[src/rtl/bitbr_pkg.sv]
package bitbr_pkg;
  typedef enum logic [1:0] {
    K_BIT_ONE  = 2'd0,
    K_BIT_ZERO = 2'd1,
    K_BIT_TCLR = 2'd2,
    K_DEC_NZ   = 2'd3
  } kind_e;

  typedef enum logic [2:0] {
    S_DIRECT  = 3'd0,
    S_SPECIAL = 3'd1,
    S_ACCUM   = 3'd2,
    S_STATUS  = 3'd3,
    S_INDIR   = 3'd4,
    S_CNT_B   = 3'd5,
    S_CNT_C   = 3'd6,
    S_RSVD    = 3'd7
  } src_e;

  typedef enum logic [2:0] {
    PH_IDLE  = 3'd0,
    PH_READ  = 3'd1,
    PH_WRITE = 3'd2,
    PH_COUNT = 3'd3,
    PH_DONE  = 3'd4
  } phase_e;
endpackage

[src/rtl/bitbr_decode.sv]
module bitbr_decode
  import bitbr_pkg::*;
#(
  parameter int CYC_W = 5,
  parameter int LEN_W = 3
) (
  input  kind_e             kind,
  input  src_e              src,
  output logic              legal,
  output logic [LEN_W-1:0]  len,
  output logic [CYC_W-1:0]  cycles
);
  always_comb begin
    legal  = 1'b1;
    len    = LEN_W'(3);
    cycles = CYC_W'(8);
    case (kind)
      K_BIT_ONE: begin
        case (src)
          S_DIRECT:  begin len = LEN_W'(3); cycles = CYC_W'(8);  end
          S_SPECIAL: begin len = LEN_W'(4); cycles = CYC_W'(11); end
          S_ACCUM:   begin len = LEN_W'(3); cycles = CYC_W'(8);  end
          S_STATUS:  begin len = LEN_W'(3); cycles = CYC_W'(9);  end
          S_INDIR:   begin len = LEN_W'(3); cycles = CYC_W'(10); end
          default:   legal = 1'b0;
        endcase
      end
      K_BIT_ZERO: begin
        case (src)
          S_DIRECT:  begin len = LEN_W'(4); cycles = CYC_W'(10); end
          S_SPECIAL: begin len = LEN_W'(4); cycles = CYC_W'(11); end
          S_ACCUM:   begin len = LEN_W'(3); cycles = CYC_W'(8);  end
          S_STATUS:  begin len = LEN_W'(4); cycles = CYC_W'(11); end
          S_INDIR:   begin len = LEN_W'(3); cycles = CYC_W'(10); end
          default:   legal = 1'b0;
        endcase
      end
      K_BIT_TCLR: begin
        case (src)
          S_DIRECT:  begin len = LEN_W'(4); cycles = CYC_W'(10); end
          S_SPECIAL: begin len = LEN_W'(4); cycles = CYC_W'(12); end
          S_ACCUM:   begin len = LEN_W'(3); cycles = CYC_W'(8);  end
          S_STATUS:  begin len = LEN_W'(4); cycles = CYC_W'(12); end
          S_INDIR:   begin len = LEN_W'(3); cycles = CYC_W'(10); end
          default:   legal = 1'b0;
        endcase
      end
      default: begin
        case (src)
          S_CNT_B:  begin len = LEN_W'(2); cycles = CYC_W'(6); end
          S_CNT_C:  begin len = LEN_W'(2); cycles = CYC_W'(6); end
          S_DIRECT: begin len = LEN_W'(3); cycles = CYC_W'(8); end
          default:  legal = 1'b0;
        endcase
      end
    endcase
  end
endmodule

[src/rtl/bitbr_alu.sv]
module bitbr_alu
  import bitbr_pkg::*;
#(
  parameter int DATA_W = 8,
  localparam int BIT_W = $clog2(DATA_W)
) (
  input  kind_e              kind,
  input  logic [BIT_W-1:0]   bit_idx,
  input  logic [DATA_W-1:0]  opnd,
  output logic               taken,
  output logic               wb_need,
  output logic [DATA_W-1:0]  wb_data
);
  logic [DATA_W-1:0] mask;
  logic [DATA_W-1:0] dec_val;
  logic              sel_bit;

  always_comb begin
    mask    = {{(DATA_W-1){1'b0}}, 1'b1} << bit_idx;
    sel_bit = |(opnd & mask);
    dec_val = opnd - {{(DATA_W-1){1'b0}}, 1'b1};
    taken   = 1'b0;
    wb_need = 1'b0;
    wb_data = opnd;
    case (kind)
      K_BIT_ONE:  taken = sel_bit;
      K_BIT_ZERO: taken = ~sel_bit;
      K_BIT_TCLR: begin
        taken   = sel_bit;
        wb_need = sel_bit;
        wb_data = opnd & ~mask;
      end
      default: begin
        taken   = |dec_val;
        wb_need = 1'b1;
        wb_data = dec_val;
      end
    endcase
  end

  // a bit-form write-back differs from the operand in at most one bit
  always_comb begin
    if (kind != K_DEC_NZ) begin
      p_one_bit_r2: assert ($countones(opnd ^ wb_data) <= 1);
    end
  end
endmodule

[src/rtl/bitbr_target.sv]
module bitbr_target #(
  parameter int PC_W   = 16,
  parameter int DISP_W = 8,
  parameter int LEN_W  = 3
) (
  input  logic [PC_W-1:0]   pc,
  input  logic [LEN_W-1:0]  len,
  input  logic [DISP_W-1:0] disp,
  input  logic              taken,
  output logic [PC_W-1:0]   next_pc
);
  logic [PC_W-1:0] disp_ext;
  logic [PC_W-1:0] seq_pc;

  generate
    if (PC_W > DISP_W) begin : g_sext
      assign disp_ext = {{(PC_W-DISP_W){disp[DISP_W-1]}}, disp};
    end else begin : g_trunc
      assign disp_ext = disp[PC_W-1:0];
    end
  endgenerate

  always_comb begin
    seq_pc  = pc + PC_W'(len);
    next_pc = taken ? (seq_pc + disp_ext) : seq_pc;
  end
endmodule

[src/rtl/bitbr_unit.sv]
module bitbr_unit
  import bitbr_pkg::*;
#(
  parameter int PC_W   = 16,
  parameter int DATA_W = 8,
  parameter int DISP_W = 8,
  parameter int CYC_W  = 5,
  localparam int BIT_W = $clog2(DATA_W),
  localparam int LEN_W = 3
) (
  input  logic              clk,
  input  logic              rst_n,
  input  logic              req_valid,
  input  logic [1:0]        req_kind,
  input  logic [2:0]        req_src,
  input  logic [BIT_W-1:0]  req_bit,
  input  logic [PC_W-1:0]   req_pc,
  input  logic [DISP_W-1:0] req_disp,
  output logic              opnd_rd,
  input  logic              opnd_rd_ok,
  input  logic [DATA_W-1:0] opnd_rd_data,
  output logic              opnd_wr,
  output logic [DATA_W-1:0] opnd_wr_data,
  input  logic              opnd_wr_ok,
  output logic [PC_W-1:0]   next_pc,
  output logic              done
);
  // reset: asserted asynchronously, released on a clock edge
  logic rst_meta, rst_q;
  always_ff @(posedge clk or negedge rst_n) begin
    if (!rst_n) begin
      rst_meta <= 1'b0;
      rst_q    <= 1'b0;
    end else begin
      rst_meta <= 1'b1;
      rst_q    <= rst_meta;
    end
  end

  phase_e             phase_q, phase_d;
  logic [CYC_W-1:0]   cnt_q, cnt_d;
  kind_e              kind_q;
  logic [BIT_W-1:0]   bit_q;
  logic [PC_W-1:0]    pc_q;
  logic [DISP_W-1:0]  disp_q;
  logic [LEN_W-1:0]   len_q;
  logic [DATA_W-1:0]  opnd_q;

  logic               dec_legal;
  logic [LEN_W-1:0]   dec_len;
  logic [CYC_W-1:0]   dec_cycles;
  logic               accept, opnd_load, tick, last;
  logic [DATA_W-1:0]  alu_in;
  logic               alu_taken, alu_wb_need;
  logic [DATA_W-1:0]  alu_wb_data;

  bitbr_decode #(.CYC_W(CYC_W), .LEN_W(LEN_W)) u_decode (
    .kind   (kind_e'(req_kind)),
    .src    (src_e'(req_src)),
    .legal  (dec_legal),
    .len    (dec_len),
    .cycles (dec_cycles)
  );

  assign alu_in = (phase_q == PH_READ) ? opnd_rd_data : opnd_q;

  bitbr_alu #(.DATA_W(DATA_W)) u_alu (
    .kind    (kind_q),
    .bit_idx (bit_q),
    .opnd    (alu_in),
    .taken   (alu_taken),
    .wb_need (alu_wb_need),
    .wb_data (alu_wb_data)
  );

  bitbr_target #(.PC_W(PC_W), .DISP_W(DISP_W), .LEN_W(LEN_W)) u_target (
    .pc      (pc_q),
    .len     (len_q),
    .disp    (disp_q),
    .taken   (alu_taken),
    .next_pc (next_pc)
  );

  // next-state logic
  always_comb begin
    accept    = (phase_q == PH_IDLE) && req_valid && dec_legal;
    opnd_load = (phase_q == PH_READ) && opnd_rd_ok;
    tick      = opnd_load ||
                ((phase_q == PH_WRITE) && opnd_wr_ok) ||
                (phase_q == PH_COUNT);
    last      = (cnt_q == CYC_W'(1));
    phase_d   = phase_q;
    cnt_d     = cnt_q;
    if (accept) begin
      cnt_d = dec_cycles - CYC_W'(2);
    end else if (tick) begin
      cnt_d = cnt_q - CYC_W'(1);
    end
    case (phase_q)
      PH_IDLE:  if (accept) phase_d = PH_READ;
      PH_READ: begin
        if (opnd_rd_ok) begin
          if (last)             phase_d = PH_DONE;
          else if (alu_wb_need) phase_d = PH_WRITE;
          else                  phase_d = PH_COUNT;
        end
      end
      PH_WRITE: if (opnd_wr_ok) phase_d = last ? PH_DONE : PH_COUNT;
      PH_COUNT: if (last) phase_d = PH_DONE;
      default:  phase_d = PH_IDLE;
    endcase
  end

  // registers
  always_ff @(posedge clk or negedge rst_q) begin
    if (!rst_q) begin
      phase_q <= PH_IDLE;
      cnt_q   <= '0;
    end else begin
      phase_q <= phase_d;
      cnt_q   <= cnt_d;
    end
  end

  always_ff @(posedge clk or negedge rst_q) begin
    if (!rst_q) begin
      kind_q <= K_BIT_ONE;
      bit_q  <= '0;
      pc_q   <= '0;
      disp_q <= '0;
      len_q  <= '0;
    end else if (accept) begin
      kind_q <= kind_e'(req_kind);
      bit_q  <= req_bit;
      pc_q   <= req_pc;
      disp_q <= req_disp;
      len_q  <= dec_len;
    end
  end

  always_ff @(posedge clk or negedge rst_q) begin
    if (!rst_q) begin
      opnd_q <= '0;
    end else if (opnd_load) begin
      opnd_q <= opnd_rd_data;
    end
  end

  assign opnd_rd      = (phase_q == PH_READ);
  assign opnd_wr      = (phase_q == PH_WRITE);
  assign opnd_wr_data = alu_wb_data;
  assign done         = (phase_q == PH_DONE);

  // a read strobe without ready persists
  p_rd_hold_r6: assert property (@(posedge clk) disable iff (!rst_q)
    opnd_rd && !opnd_rd_ok |=> opnd_rd);

  // write strobe and data persist through write wait cycles
  p_wr_hold_r7: assert property (@(posedge clk) disable iff (!rst_q)
    opnd_wr && !opnd_wr_ok |=> opnd_wr && $stable(opnd_wr_data));

  // completion lasts one cycle
  p_done_single_r10: assert property (@(posedge clk) disable iff (!rst_q)
    done |=> !done);

  // counting phase never runs with an exhausted budget
  p_cnt_live_r6: assert property (@(posedge clk) disable iff (!rst_q)
    (phase_q == PH_COUNT) |-> (cnt_q != '0));

  // a request while busy leaves the captured program counter unchanged
  p_busy_ignore_r8: assert property (@(posedge clk) disable iff (!rst_q)
    (phase_q != PH_IDLE) && req_valid |=> $stable(pc_q));
endmodule

[config.mk]
export PLATFORM = sky130hd
export DESIGN_NAME = bitbr_unit
export DESIGN_NICKNAME = d
export VERILOG_FILES = /design/src/rtl/bitbr_pkg.sv /design/src/rtl/bitbr_decode.sv /design/src/rtl/bitbr_alu.sv /design/src/rtl/bitbr_target.sv /design/src/rtl/bitbr_unit.sv
export SDC_FILE = /design/constraint.sdc
export NUM_CORES = 1
export LEC_CHECK = 0
export BUFFER_PORTS_ARGS = -buffer_cell sky130_fd_sc_hd__buf_2
export CAP_MARGIN = 20
export CORE_UTILIZATION = 35
export DETAILED_ROUTE_END_ITERATION = 10
export PLACE_DENSITY = 0.6
export SYNTH_ARGS = -nofsm -noshare
export SYNTH_HDL_FRONTEND = slang
export SYNTH_HIERARCHICAL = 1
export SYNTH_SLANG_ARGS = --single-unit
[constraint.sdc]
create_clock -name clk -period 4.8 [get_ports clk]
set_input_delay 0.48 -clock clk [delete_from_list [all_inputs] [get_ports clk]]
set_output_delay 0.48 -clock clk [all_outputs]
set_load 0.005 [all_outputs]
==> flow_results.org, run 1 <==
** Setup path
- Endpoint type of the worst setup path :: output port
- Data required time at the worst endpoint :: 4.32 ns
- Critical path start-end classification :: flop to output port
- Critical path's slowest cell :: dfrtp_1
- Worst reg-to-reg path cell count :: 10
- Tracing the worst setup path back leads to its startpoint at phase_q[2].
- STA classifies the critical path startpoint as a flop.
- Critical path arrival :: 3.95 ns
- In this run the worst setup path terminates at next_pc[14].
- For flop-to-flop paths, the worst setup slack is 1.91 ns.
- On the worst path, the slowest cell contributes a delay of 0.54 ns.
- Reg-to-Reg End :: phase_q[0]
- The worst register-to-register path begins at phase_q[2].
- In this run the worst path has a maximum fanout of 11.
- Walking the worst path, the cells encountered are nor2_1, and2_2, mux2_2, nor4_4, nand2_1, xnor2_1, nor4b_1, a31oi_2, inv_1, nor4b_2, a2111oi_2, buf_2.

** Floorplan
- The die covers 12800 sq um.
- Top-level I/O count :: 72
- Std-Cell Core Area :: 12000 sq um
- Measured along the x axis, the die boundary spans 113 um.
- Starting utilization of the core area :: 36.0%
- In this run the core area contains 40 standard-cell rows.
- In this run the vertical extent of the chip is 113 um.

** STA
- The final count of hold timing violations came to 0.
- Derived from the worst setup path, the maximum achievable clock frequency is 226 MHz.
- Min cycle time layout :: 4.43 ns
- Setup Skew :: 0.00494 ns
- Final Max Slew Viols :: 0
- Post-Route Hold Slack :: 0.115 ns
- Setup violations remaining at the end of the flow were counted as 0.
- Setup total negative slack on the finished layout was measured at 0 ns.
- Setup repair after global routing left no endpoint under its margin.
- Post-route worst setup slack :: 0.367 ns
- In the finished design, the share of the clock period the worst path needs comes to 92.3%.

** Power
- Switching power as a share of total power :: 44.8%
- The clock network burns 10.4% of the power.
- The share of total power dissipated in sequential elements is 23.8%.
- Sw power :: 0.00151 W
- Int Power :: 0.00186 W
- Maximum vdd drop :: 0.278 mV
- Static leakage :: 2.31 nW
- Relative contribution of combinational cells to total power :: 65.8%
- Power spread over the standard cell area amounts to 683 nW/um^2.

** Placement
- Buffers placed on the I/O ports in this run total 71.
- Routability-driven placement finished with a final weighted congestion of 0.910.
- Half-perimeter wire length of the detailed placement result :: 7470 um
- At the placement stage, the worst setup path has a slack of 0.533 ns.
- The placed instances occupy a cell area of 4750 sq um.

** Global routing
- Entering global routing, the biggest net connects 49 pins.
- The initial antenna violation count is 0.
- Overall Global Routing Usage :: 15.6%
- Number of global-route vias before repair :: 3430
- First-pass GRT wire length :: 16300 um
- Summed over all layers, the global routing overflow is 0.

** Route
- Overall routed net length :: 9530 um
- The routed layout has 3488 vias.
- Routed via count divided by cell count :: 5.30
- The detailed router finished its first iteration with 282 violations.
- Number of antenna-violating nets in the routed design :: 0
- For this run, design rule violations remaining after detail routing come to 0.
- The first detailed-routing pass ran for 4 iterations.
- After detailed routing, the average wire length per cell comes to 14.5 um.

** Synthesis
- Cell accounting for the most synthesized area :: dfrtp_1
- After synthesis the netlist holds a flip-flop and latch count of 50.
- Ranking of synthesized cells by area :: dfrtp_1, mux2_2, ha_1
- YS warnings :: 6
- Post-synth cell types :: 77
- Share of synthesized flip-flops with an asynchronous set or reset :: 100%
- When the netlist entered floorplanning its net count stood at 523.
- Primary FF master, synth :: dfrtp_1
- Number of synthesized flops with an enable pin :: 0
- Of the synthesized area, sequential elements account for 28.9%.
- Netlist area before placement :: 4320 sq um
- Post-Syn Area per Cell :: 9.65 sq um
- Synthesized netlist cell count :: 448
- Fraction of synthesized cell area taken by the top area cell type :: 28.9%

** Finish
- Summing all non-filler instances in the final layout gives an area of 4940 sq um.
- Relative to the synthesized area, the layout overhead comes to 14.2%.
- At the end of the flow the core is filled with cells to 41.1%.
- Antenna fix cells :: 0
- Post-layout nets :: 585
- Fraction of final layout cells with drive strength greater than 1 :: 31.5%

** Clock tree
- TritonCTS built the clock tree.
- Clock H-tree levels :: 2
- Sinks on Clock Net :: 50
- Clock tree synthesis inserted a total of 5 buffers.
- The root buffer cell chosen for the clock tree is clkbuf_16.
- Clock-pin slew was measured on the worst setup and hold paths at 0.07 ns.
- The clock passes through at most 2 buffers.
- At the later pin of the worst-skew pair, clock insertion delay measures 0.29 ns.

** Run status
- The flow ran to the end, and the final reports show no timing, DRC or antenna violations.

** Flow run
- Max-Cap Viols :: 0

** Min path
- The path class of the tightest hold or removal check is flop to asynchronous set/reset pin.
## per-stage QoR
stage	std cells	power, W
CTS	657	0.00338
detailed placement	648	0.00301
global placement	648	0.00296
finish	658	0.00337
floorplan	448	0.00241
global route	658	0.00370
## placed cells by master, fill, tap and decap left out, drive strengths merged, types with 4 or more instances in the layout
cell    synthesis  routed
o31ai           4       4
a211oi          4       4
o21ai          21      21
nor2           24      24
a22o            5       5
nand2b          4       4
buf            14      74
inv            21      21
nand4           5       5
nor3           10      10
and3            6       6
a31oi           6       6
nor3b           6       6
nand3b          4       4
a21oi          29      29
nand3           9       9
clkbuf          5       5
dfrtp          50      50
mux2           56      56
xnor2          21      21
xor2           13      13
ha             28      28
nand2          31      31
a21o           10      10
mux2i          11      11
## layout make-up
class                   instances  area, sq um
fillers                      1170         7070
flip-flops and latches         50         1250
clock buffers                   5          125
well taps                     147          184
multi-input cells             357         2880
repair buffers                 75          400
inverters                      21         78.8
clock inverters                 3         21.3
## cells in the mapped netlist, types with 9 or more instances
cell type	instances
nand2_1	31
a21o_1	10
a21oi_1	26
ha_1	28
nand3_1	9
nor3_1	9
xor2_1	13
nor2_1	23
o21ai_0	18
inv_1	21
dfrtp_1	50
mux2i_1	11
mux2_2	52
xnor2_1	21
## flip-flops by register name (all words and copies together), names as in the netlist
name and cells:
phase_q 3, rst_q 1, kind_q 2, cnt_q 5, disp_q 8, rst_meta 1, pc_q 16, bit_q 3
opnd_q 8, len_q 3
## worst min path at each step
| stage | slack [ns] | endpoint |
|---|---|---|
| final | 0.11 | pc_q[15] |
| after global routing | 0.13 | pc_q[14] |
| after CTS | 0.36 | rst_q |
| after detailed placement | 0.27 | rst_meta |
| after global placement | 0.27 | rst_meta |
| after floorplan | 0.18 | rst_meta |
## cell families after synthesis
logic type / share of synthesized area, %
flip-flops: 28.9
multiplexers: 17.1
buffers and inverters: 5.04
AND/OR/NAND/NOR: 16.1
XOR/XNOR: 6.89
adder cells (fa/ha/maj): 9.03
other: 0.174
AO/OA/AOI/OAI: 16.7
## routing by layer
metal | GRT usage (%) | share of wire, % | vias up | wire, um
li1 | - | - | 1752 | -
met1 | 21.0 | 49 | 1651 | 4660
met2 | 26.5 | 47 | 81 | 4470
met3 | 2.41 | 3.8 | 4 | 361
met4 | 2.81 | 0.42 | 0 | 40
met5 | 0 | 0 | - | 0
## critical path: cells and delay by family, from the launching register on
family                    cells  cell delay, ns
AOI/OAI and AO/OA             2            0.59
xor gates and xnor gates      1            0.15
muxes                         1            0.45
buffers and inverters         2            0.37
and+or+nand+nor               6            1.57
DFF                           1            0.54
## power by group through the flow
stage | Clock, W | Sequential (W) | Combinational, W
after global placement | 0 | 0.000811 | 0.00215
after floorplan | 0 | 0.000721 | 0.00169
after detailed placement | 0 | 0.000817 | 0.00219
after global routing | 0.000382 | 0.000839 | 0.00248
after CTS | 0.000368 | 0.000810 | 0.00220
final | 0.000351 | 0.000803 | 0.00222
## repair_timing
action	in CTS	in global routing
setup endpoints to repair	0	10
hold buffers	1	0
resized for setup	0	2
hold endpoints to repair	2	0
setup buffers	0	0
(Power assumes the default switching activity.)
==> run 2: changes to the inputs <==
--- a/config.mk
+++ b/config.mk
@@ -5,6 +5,7 @@
 export SDC_FILE = /design/constraint.sdc
 export NUM_CORES = 1
 export LEC_CHECK = 0
+export ABC_CLOCK_PERIOD_IN_PS = 4800
 export BUFFER_PORTS_ARGS = -buffer_cell sky130_fd_sc_hd__buf_2
 export CAP_MARGIN = 20
 export CORE_UTILIZATION = 35
@@ -12,5 +13,4 @@
 export PLACE_DENSITY = 0.6
 export SYNTH_ARGS = -nofsm -noshare
 export SYNTH_HDL_FRONTEND = slang
-export SYNTH_HIERARCHICAL = 1
 export SYNTH_SLANG_ARGS = --single-unit
==> run 2 against run 1 <==
  * The flow now finishes with violations (DRC)
  * Sequential share of layout area grew 0.20 points
  * Flip-flop and latch count is the same
  * Via count grew 9.0%
  * Clock power is essentially flat
  * First-iteration DRC count shrank 5.7%
  * Critical path type unchanged
  * Largest cell class unchanged
==> flow_results.org, run 2 <==
** Placement
- Half-perimeter wire length of the detailed placement result :: 7980 um (was 7470 um)
- The number of buffers inserted by port buffering came to 71 (unchanged).
- Number of instances in the placed design :: 707 (was 648)
- The weighted congestion at the end of routability-driven global placement was 0.914 (was 0.910).

** Synthesis
- The share of synthesized area occupied by flip-flops and latches is 29.5% (was 28.9%).
- The mapped cell area came to 4240 sq um (was 4320 sq um).
- Ranking of synthesized cells by area: dfrtp_1, nand2_1, ha_1 (was dfrtp_1, mux2_2, ha_1).
- Cell accounting for the most synthesized area :: dfrtp_1 (unchanged)
- The average size of a mapped cell is 8.34 sq um (was 9.65 sq um).
- The number of flip-flops and latches in the synthesized netlist came to 50 (unchanged).
- The count of flip-flops with a built-in enable after synthesis came to 0 (unchanged).
- The number of distinct standard cells referenced by the synthesized netlist is 62 (was 77).
- Net count after synthesis :: 582 (was 523)
- The most frequently used flop master after synthesis is dfrtp_1 (unchanged).
- Most frequent cells after synthesis :: nand2_1, dfrtp_1, nor2_1 (was mux2_2, dfrtp_1, nand2_1)
- Library cell with the highest instance count after synthesis :: nand2_1 (was mux2_2)
- The synthesized instance count was 508 (was 448).
- The proportion of netlist area held by the largest area contributor came to 29.5% (was 28.9%).
- The number of warning messages in the yosys log came to 0 (was 6).
- Share of synthesized flip-flops with an asynchronous set or reset :: 100% (unchanged)

** Finish
- The ratio of cells with drive above 1 in the final layout is 23.0% (was 31.5%).
- Top library cells by usage in the layout, fill and taps aside: nand2_1, buf_2, dfrtp_1, nor2_1, ha_1 (was buf_2, mux2_2, dfrtp_1, nand2_1, ha_1).
- The number of cells in the finished layout apart from fillers is 716 (was 658).
- The number of antenna diodes is 0 (unchanged).
- Commonest non-fill, non-tap cell in the layout :: nand2_1 (was buf_2)
- The number of nets at the end of the flow was 646 (was 585).
- Post-layout utilization of the core :: 42.2% (was 41.1%)
- Reg with most FFs :: pc_q (unchanged)
- Filler Cells Inserted :: 1181 (was 1170)
- Area added between synthesis and finish :: 15.7% (was 14.2%)
- The flip-flop count of the largest register, all copies and words added was 16 (unchanged).
- Biggest regs: pc_q x16, disp_q x8, opnd_q x8 (unchanged).

** STA
- The fmax is 222 MHz (was 226 MHz).
- Post-Route Hold Slack :: 0.356 ns (was 0.115 ns)
- The total negative setup slack was 0 ns (unchanged).
- Min cycle time layout :: 4.50 ns (was 4.43 ns)
- RSZ-0062 raised after global routing: false (unchanged).
- Part of the cycle the worst path needs :: 93.8% (was 92.3%)
- Total count of hold-check failures in the final report :: 0 (unchanged)
- In this run the tightest slew margin relative to its limit is 49.2%.
- The total of endpoints with negative setup slack in the final report came to 0 (unchanged).
- The worst clock skew came to 0.00426 ns (was 0.00494 ns).
- The final max-slew violation count came to 0 (unchanged).
- At the pin with the least slew margin, the transition time is 0.757 ns.

** Route
- Initial DRC count :: 266 (was 282)
- The total wirelength of the detailed-routed design was 10300 um (was 9530 um).
- The via count normalized by instance count is 5.31 (was 5.30).
- Number of antenna-violating nets in the routed design :: 0 (unchanged)
- Via Count :: 3801 (was 3488)
- The residual DRC count is 5 (was 0).
- Average wire length per cell after detail routing :: 14.4 um (was 14.5 um)
- The first-pass iteration count of the detailed router was 8 (was 4).

** Setup path
- The maximum single-stage delay on the critical path came to 0.61 ns (was 0.54 ns).
- Start point of the critical path :: phase_q[2] (unchanged)
- Origin of the critical flop-to-flop path :: bit_q[1] (was phase_q[2])
- Critical path startpoint category :: flop (unchanged)
- The endpoint kind of the worst setup timing path is an output port (unchanged).
- Critical path start-end classification :: flop to output port (unchanged)
- Series of cell instances along the critical path :: or3b_1, clkinv_1, mux2i_1, ha_2, or4b_2, a211oi_1, xor2_1, mux2i_1, a31oi_4, buf_6, mux2_2, buf_2 (was nor2_1, and2_2, mux2_2, nor4_4, nand2_1, xnor2_1, nor4b_1, a31oi_2, inv_1, nor4b_2, a2111oi_2, buf_2)
- The cell that appears most often on the critical path is mux2i_1.
- The biggest fanout along the worst timing path came to 24 (was 11).
- The data arrival time of the critical path was 4.02 ns (was 3.95 ns).
- The cell with the largest stage delay on the worst path is or4b_2 (was dfrtp_1).
- The endpoint required time on the critical path is 4.32 ns (about the same).
- The depth of the worst register-to-register path is 5 (was 10).

** Run status
- Status :: finished with violations (was completed)
- The final reports fail on DRC.

** Clock tree
- Number of buffers inserted during clock tree synthesis :: 5 (unchanged)
- The latest clock arrival within the worst-skew pair is 0.28 ns (was 0.29 ns).
- Clock H-tree levels :: 2 (unchanged)
- Total setup buffers inserted after CTS :: 0 (unchanged)
- Clk pin slew, worst setup/hold paths :: 0.06 ns (was 0.07 ns)
- Sinks on Clock Net :: 50 (unchanged)
- The clock tree buffer depth came to 2 (unchanged).
- The CTS tree is yes (unchanged).
- The buffer cell driving the clock tree root is clkbuf_16 (unchanged).

** Power
- The power per cell area came to 742 nW/um^2 (was 683 nW/um^2).
- Maximum vdd drop :: 0.255 mV (was 0.278 mV)
- Static leakage :: 2.36 nW (was 2.31 nW)

** Global routing
- Remaining global-route overflow :: 0 (unchanged)
- The largest net degree at the start of global routing is 49 (unchanged).
- The first-pass GRT wire length was 17700 um (was 16300 um).
- Overall Global Routing Usage :: 17.2% (was 15.6%)
- Number of antenna violations at the first check in global routing :: 0 (unchanged)
- The via count of the first global-routing pass is 3708 (was 3430).

** Floorplan
- The area of the core region is 11600 sq um (was 12000 sq um).
- Starting utilization of the core area :: 36.5% (was 36.0%)
- Horizontal extent of the die :: 112 um (was 113 um)
- The full die area is 12600 sq um (was 12800 sq um).
- The top-level I/O count was 72 (unchanged).
- Y dimension of the die :: 112 um (was 113 um)
- The site row count came to 39 (was 40).

** Flow run
- Max-Cap Viols :: 0 (unchanged)

** Min path
- Worst hold path type :: flop to asynchronous set/reset pin (unchanged)
run 2: changes by cell type after synthesis, moves of 5 or more:
cell and delta:
a21oi_2 +7, a22o_1 -5, buf_4 -7, clkbuf_1 +10, inv_1 -5, mux2_2 -38
mux4_2 +5, nand2_1 +75, nor2_1 +12, nor3_1 +7, o21ai_0 +6
run 2: per-stage QoR:
step	instance area (sq um)	power (W)	setup slack [ns]
after floorplan	4240	0.00260	0.595
after global placement	4720	0.00321	0.585
after detailed placement	4720	0.00326	0.453
after CTS	4880	0.00363	0.147
after global routing	4900	0.00400	0.0117
final	4900	0.00364	0.296
run 2: where the power goes:
group,internal [W],total (W),switching [W]
combinational,0.00118,0.00241,0.00123
clock,0.000207,0.000354,0.000147
sequential,0.000601,0.000877,0.000276
total,0.00199,0.00364,0.00165
run 2: critical path, delay by kind of cell (launching register included):
kind,cells,cell delay [ns]
flip-flops,1,0.45
AND/OR/NAND/NOR,2,1.04
XOR/XNOR,1,0.17
adder cells (fa/ha/maj),1,0.32
multiplexers,3,0.84
AO/OA/AOI/OAI,2,0.40
buffers and inverters,3,0.50
run 2: final cells by class:
cell class	count	area [sq um]	share of cell area, %
clock inverter	1	5.00	0.102
sequential	50	1250	25.6
tap	143	179	3.65
multi-input combinational	417	2830	57.7
timing repair buffer	80	429	8.75
clock buffer	7	143	2.91
inverter	18	67.6	1.38
run 2: timing repair:
item	in CTS	in global routing
setup endpoints to repair	0	9
hold buffers	1	0
gates resized for setup	0	7
hold endpoints to repair	2	0
run 2: kinds of logic after synthesis:
group	count (synthesis)	share of synthesized area (%)
AND/OR/NAND/NOR	206	22.1
multiplexers	31	9.21
adder cells (fa/ha/maj)	30	9.15
AO/OA/AOI/OAI	114	18.3
other	1	0.0885
flip-flops	50	29.5
XOR/XNOR	35	7.23
buffers and inverters	41	4.34
run 2: per-layer routing:
metal	share of wire, %	global-route usage [%]	wire (um)
met5	0	0	0
met4	1.2	4.09	119
met3	5.2	2.70	539
met2	45	27.6	4670
met1	48	24.5	5000
run 2: path summary, 6_finish.rpt:
| path | to | slack (ns) |
|---|---|---|
| min | pc_q[11] | 0.36 |
| min in group clk | rst_q | 0.36 |
| max in group asynchronous | phase_q[0] | 3.98 |
| min reg2reg | pc_q[11] | 0.36 |
| max | next_pc[10] | 0.30 |
| max reg2reg | phase_q[0] | 2.46 |
==> run 3: changes to the inputs <==
--- a/config.mk
+++ b/config.mk
@@ -8,9 +8,9 @@
 export ABC_CLOCK_PERIOD_IN_PS = 4800
 export BUFFER_PORTS_ARGS = -buffer_cell sky130_fd_sc_hd__buf_2
 export CAP_MARGIN = 20
-export CORE_UTILIZATION = 35
+export CORE_UTILIZATION = 58
 export DETAILED_ROUTE_END_ITERATION = 10
-export PLACE_DENSITY = 0.6
+export PLACE_DENSITY = 0.88
 export SYNTH_ARGS = -nofsm -noshare
 export SYNTH_HDL_FRONTEND = slang
 export SYNTH_SLANG_ARGS = --single-unit
==> run 3 against run 2 <==
  * Die area fell by 39%
  * Final area fell by 0.28%
  * Clock power fell by 15%
  * Worst setup slack got worse by 0.16 ns
  * Fmax fell by 3.5%
  * Sequential power rose by 0.9%
  * Global-route usage rose by 12 points
  * Largest cell class unchanged
  * Clock skew rose by 0.0051 ns
  * Power rose by 3.3%
  * Highest routed layer unchanged
  * The flow now finishes without violations
  * Via count rose by 8.1%
  * Core utilization rose by 28 points
==> flow_results.org, run 3 (synthesized netlist as in run 2, its figures left out) <==
** STA
- RSZ-0062 raised after global routing: false (unchanged).
- Setup Skew :: 0.00935 ns (was 0.00426 ns)
- Post-Route Hold Slack :: 0.118 ns (was 0.356 ns)
- The fmax came to 214 MHz (was 222 MHz).
- Transition at the pin with the smallest max-transition slack :: 1.09 ns (was 0.757 ns)
- Setup violation total in the final timing report :: 0 (unchanged)
- The final count of hold timing violations was 0 (unchanged).
- The smallest setup slack after layout is 0.135 ns (was 0.296 ns).
- The total negative setup slack is 0 ns (unchanged).
- Final Max Slew Viols :: 0 (unchanged)
- The post-route minimum period was 4.67 ns (was 4.50 ns).
- Worst-case headroom to the max-slew limit :: 27.1% (was 49.2%)
- Part of the cycle the worst path needs :: 97.2% (was 93.8%)

** Route
- Routed via count divided by cell count :: 6.12 (was 5.31)
- The post-detailed-route wirelength per cell is 16.1 um (was 14.4 um).
- Overall routed net length :: 10800 um (was 10300 um)
- The remaining antenna violation count came to 0 (unchanged).
- The first-pass iteration count of the detailed router was 5 (was 8).
- The routed via count is 4109 (was 3801).
- The violation count after the first detailed-route iteration is 231 (was 266).
- The residual DRC count came to 0 (was 5).

** Setup path
- Critical path startpoint category :: flop (unchanged)
- Critical path arrival :: 4.19 ns (was 4.02 ns)
- CP max FO :: 10 (was 24)
- The endpoint kind of the worst setup timing path was an output port (unchanged).
- The category of the most critical setup path is flop to output port (unchanged).
- Data required time at the worst endpoint :: 4.32 ns (about the same)

** Finish
- The number of fill cells in the layout came to 527 (was 1181).
- Top library cells by usage in the layout, fill and taps aside: nand2_1, buf_2, dfrtp_1, nor2_1, a21oi_1 (was nand2_1, buf_2, dfrtp_1, nor2_1, ha_1).
- Commonest non-fill, non-tap cell in the layout :: nand2_1 (unchanged)
- The ratio of cells with drive above 1 in the final layout was 23.8% (was 23.0%).
- Largest register FFs :: 16 (unchanged)
- The number of nets at the end of the flow came to 648 (was 646).
- Area added between synthesis and finish :: 15.4% (was 15.7%)
- Reg with most FFs :: pc_q (unchanged)
- Biggest regs: pc_q x16, disp_q x8, opnd_q x8 (unchanged).
- Antenna fix cells :: 0 (unchanged)
- The number of cells in the finished layout apart from fillers was 671 (was 716).

** Clock tree
- Sinks on Clock Net :: 50 (unchanged)
- Root Buffer Master :: clkbuf_8 (was clkbuf_16)
- Number of buffers inserted during clock tree synthesis :: 5 (unchanged)
- CTS max path bufs :: 2 (unchanged)
- Clock H-tree levels :: 2 (unchanged)
- Clk pin slew, worst setup/hold paths :: 0.09 ns (was 0.06 ns)
- The CTS tree is yes (unchanged).
- The latest clock arrival within the worst-skew pair was 0.31 ns (was 0.28 ns).

** Placement
- IO Port Bufs :: 71 (unchanged)
- Placer Congestion :: 0.902 (was 0.914)
- Post-place setup slack :: 0.158 ns (was 0.453 ns)
- The number of placed instances with taps included came to 657 (was 707).
- Half-perimeter wire length of the detailed placement result :: 7750 um (was 7980 um)

** Floorplan
- Starting utilization of the core area :: 61.0% (was 36.5%)
- The full die area was 7650 sq um (was 12600 sq um).
- Top-level I/O count :: 72 (unchanged)
- FP Rows :: 30 (was 39)
- The area of the core region was 6940 sq um (was 11600 sq um).
- The width of the die came to 87.5 um (was 112 um).
- Y dimension of the die :: 87.5 um (was 112 um)

** Power
- The net switching component of the power is 0.00177 W (was 0.00165 W).
- The share of total power consumed by net switching is 47.0% (was 45.3%).
- Static leakage :: 2.36 nW (about the same)
- The power per cell area came to 768 nW/um^2 (was 742 nW/um^2).
- Maximum vdd drop :: 0.430 mV (was 0.255 mV)
- Relative contribution of combinational cells to total power :: 68.5% (was 66.2%)
- Int Power :: 0.00199 W (about the same)
- The clock network power share was 8.0% (was 9.7%).
- Proportion of power drawn by flip-flops and latches :: 23.5% (was 24.1%)

** Global routing
- Largest net degree at the start of global routing :: 49 (unchanged)
- The via count of the first global-routing pass is 3868 (was 3708).
- The first-pass GRT wire length is 17500 um (was 17700 um).
- The global-route congestion overflow total is 0 (unchanged).
- Overall Global Routing Usage :: 29.4% (was 17.2%)
- The initial antenna violation count came to 0 (unchanged).

** Min path
- The path type of the worst min-delay path was flop to asynchronous set/reset pin (unchanged).

** Run status
- Status :: completed (was finished with violations)

** Flow run
- The max-capacitance violation count was 0 (unchanged).
-- run 3: worst max-delay path, stage by stage (launching register included) --
cell and delay (ns):
dfrtp_1 0.48, or3b_1 0.47, clkinvlp_4 0.17, mux2i_2 0.30, ha_2 0.29, or4b_2 0.63, a211oi_2 0.25, xor2_1 0.27
mux2i_4 0.17, a31oi_4 0.44, nor2_1 0.13, a21oi_2 0.14, buf_2 0.13
-- run 3: final cells by class --
cell class,count,area (sq um),area share [%]
timing repair buffer,81,458,9.36
clock inverter,2,37.5,0.767
multi-input combinational,418,2880,58.8
sequential,50,1250,25.6
tap,96,120,2.46
inverter,18,71.3,1.46
clock buffer,6,72.6,1.48
-- run 3: metrics by stage --
stage                     util [%]  instance area (sq um)  power, W
final                         70.4                   4890   0.00376
after global routing          70.4                   4890   0.00407
after CTS                     69.4                   4820   0.00368
after detailed placement      66.8                   4640   0.00325
after global placement        66.8                   4640   0.00312
after floorplan                  -                   4240   0.00260
-- run 3: what timing repair did --
item                                    4_1_cts  5_1_grt
gates resized for setup                       4        9
endpoints found under the hold margin         2        0
hold buffers                                  1        0
buffers inserted                              1        2
endpoints found under the setup margin       16       16
cloned                                        1        0
pin swaps                                     1        0
-- run 3: power groups by stage --
stage | Combinational (W) | Clock (W) | Sequential, W
finish | 0.00257 | 0.000300 | 0.000885
global route | 0.00284 | 0.000323 | 0.000913
CTS | 0.00250 | 0.000304 | 0.000875
detailed placement | 0.00236 | 0 | 0.000883
global placement | 0.00226 | 0 | 0.000865
floorplan | 0.00185 | 0 | 0.000756
-- run 3: final timing paths --
check	slack, ns	cells past startpoint	endpoint	from
worst max-delay path	0.13	12	next_pc[9]	phase_q[2]
worst min-delay path	0.12	0	pc_q[14]	rst_q
worst max register to register	2.44	5	phase_q[0]	bit_q[1]
worst min register to register	0.12	0	pc_q[14]	rst_q
max in group asynchronous	4.19	1	phase_q[0]	rst_q
min in group clk	0.36	3	pc_q[11]	req_pc[11]
-- run 3: routing by layer --
metal,up-vias,GRT usage [%],wire length [um]
li1,1921,-,-
met1,1942,36.2,4380
met2,207,50.6,5310
met3,39,5.88,851
met4,0,11.6,284
met5,-,0,0
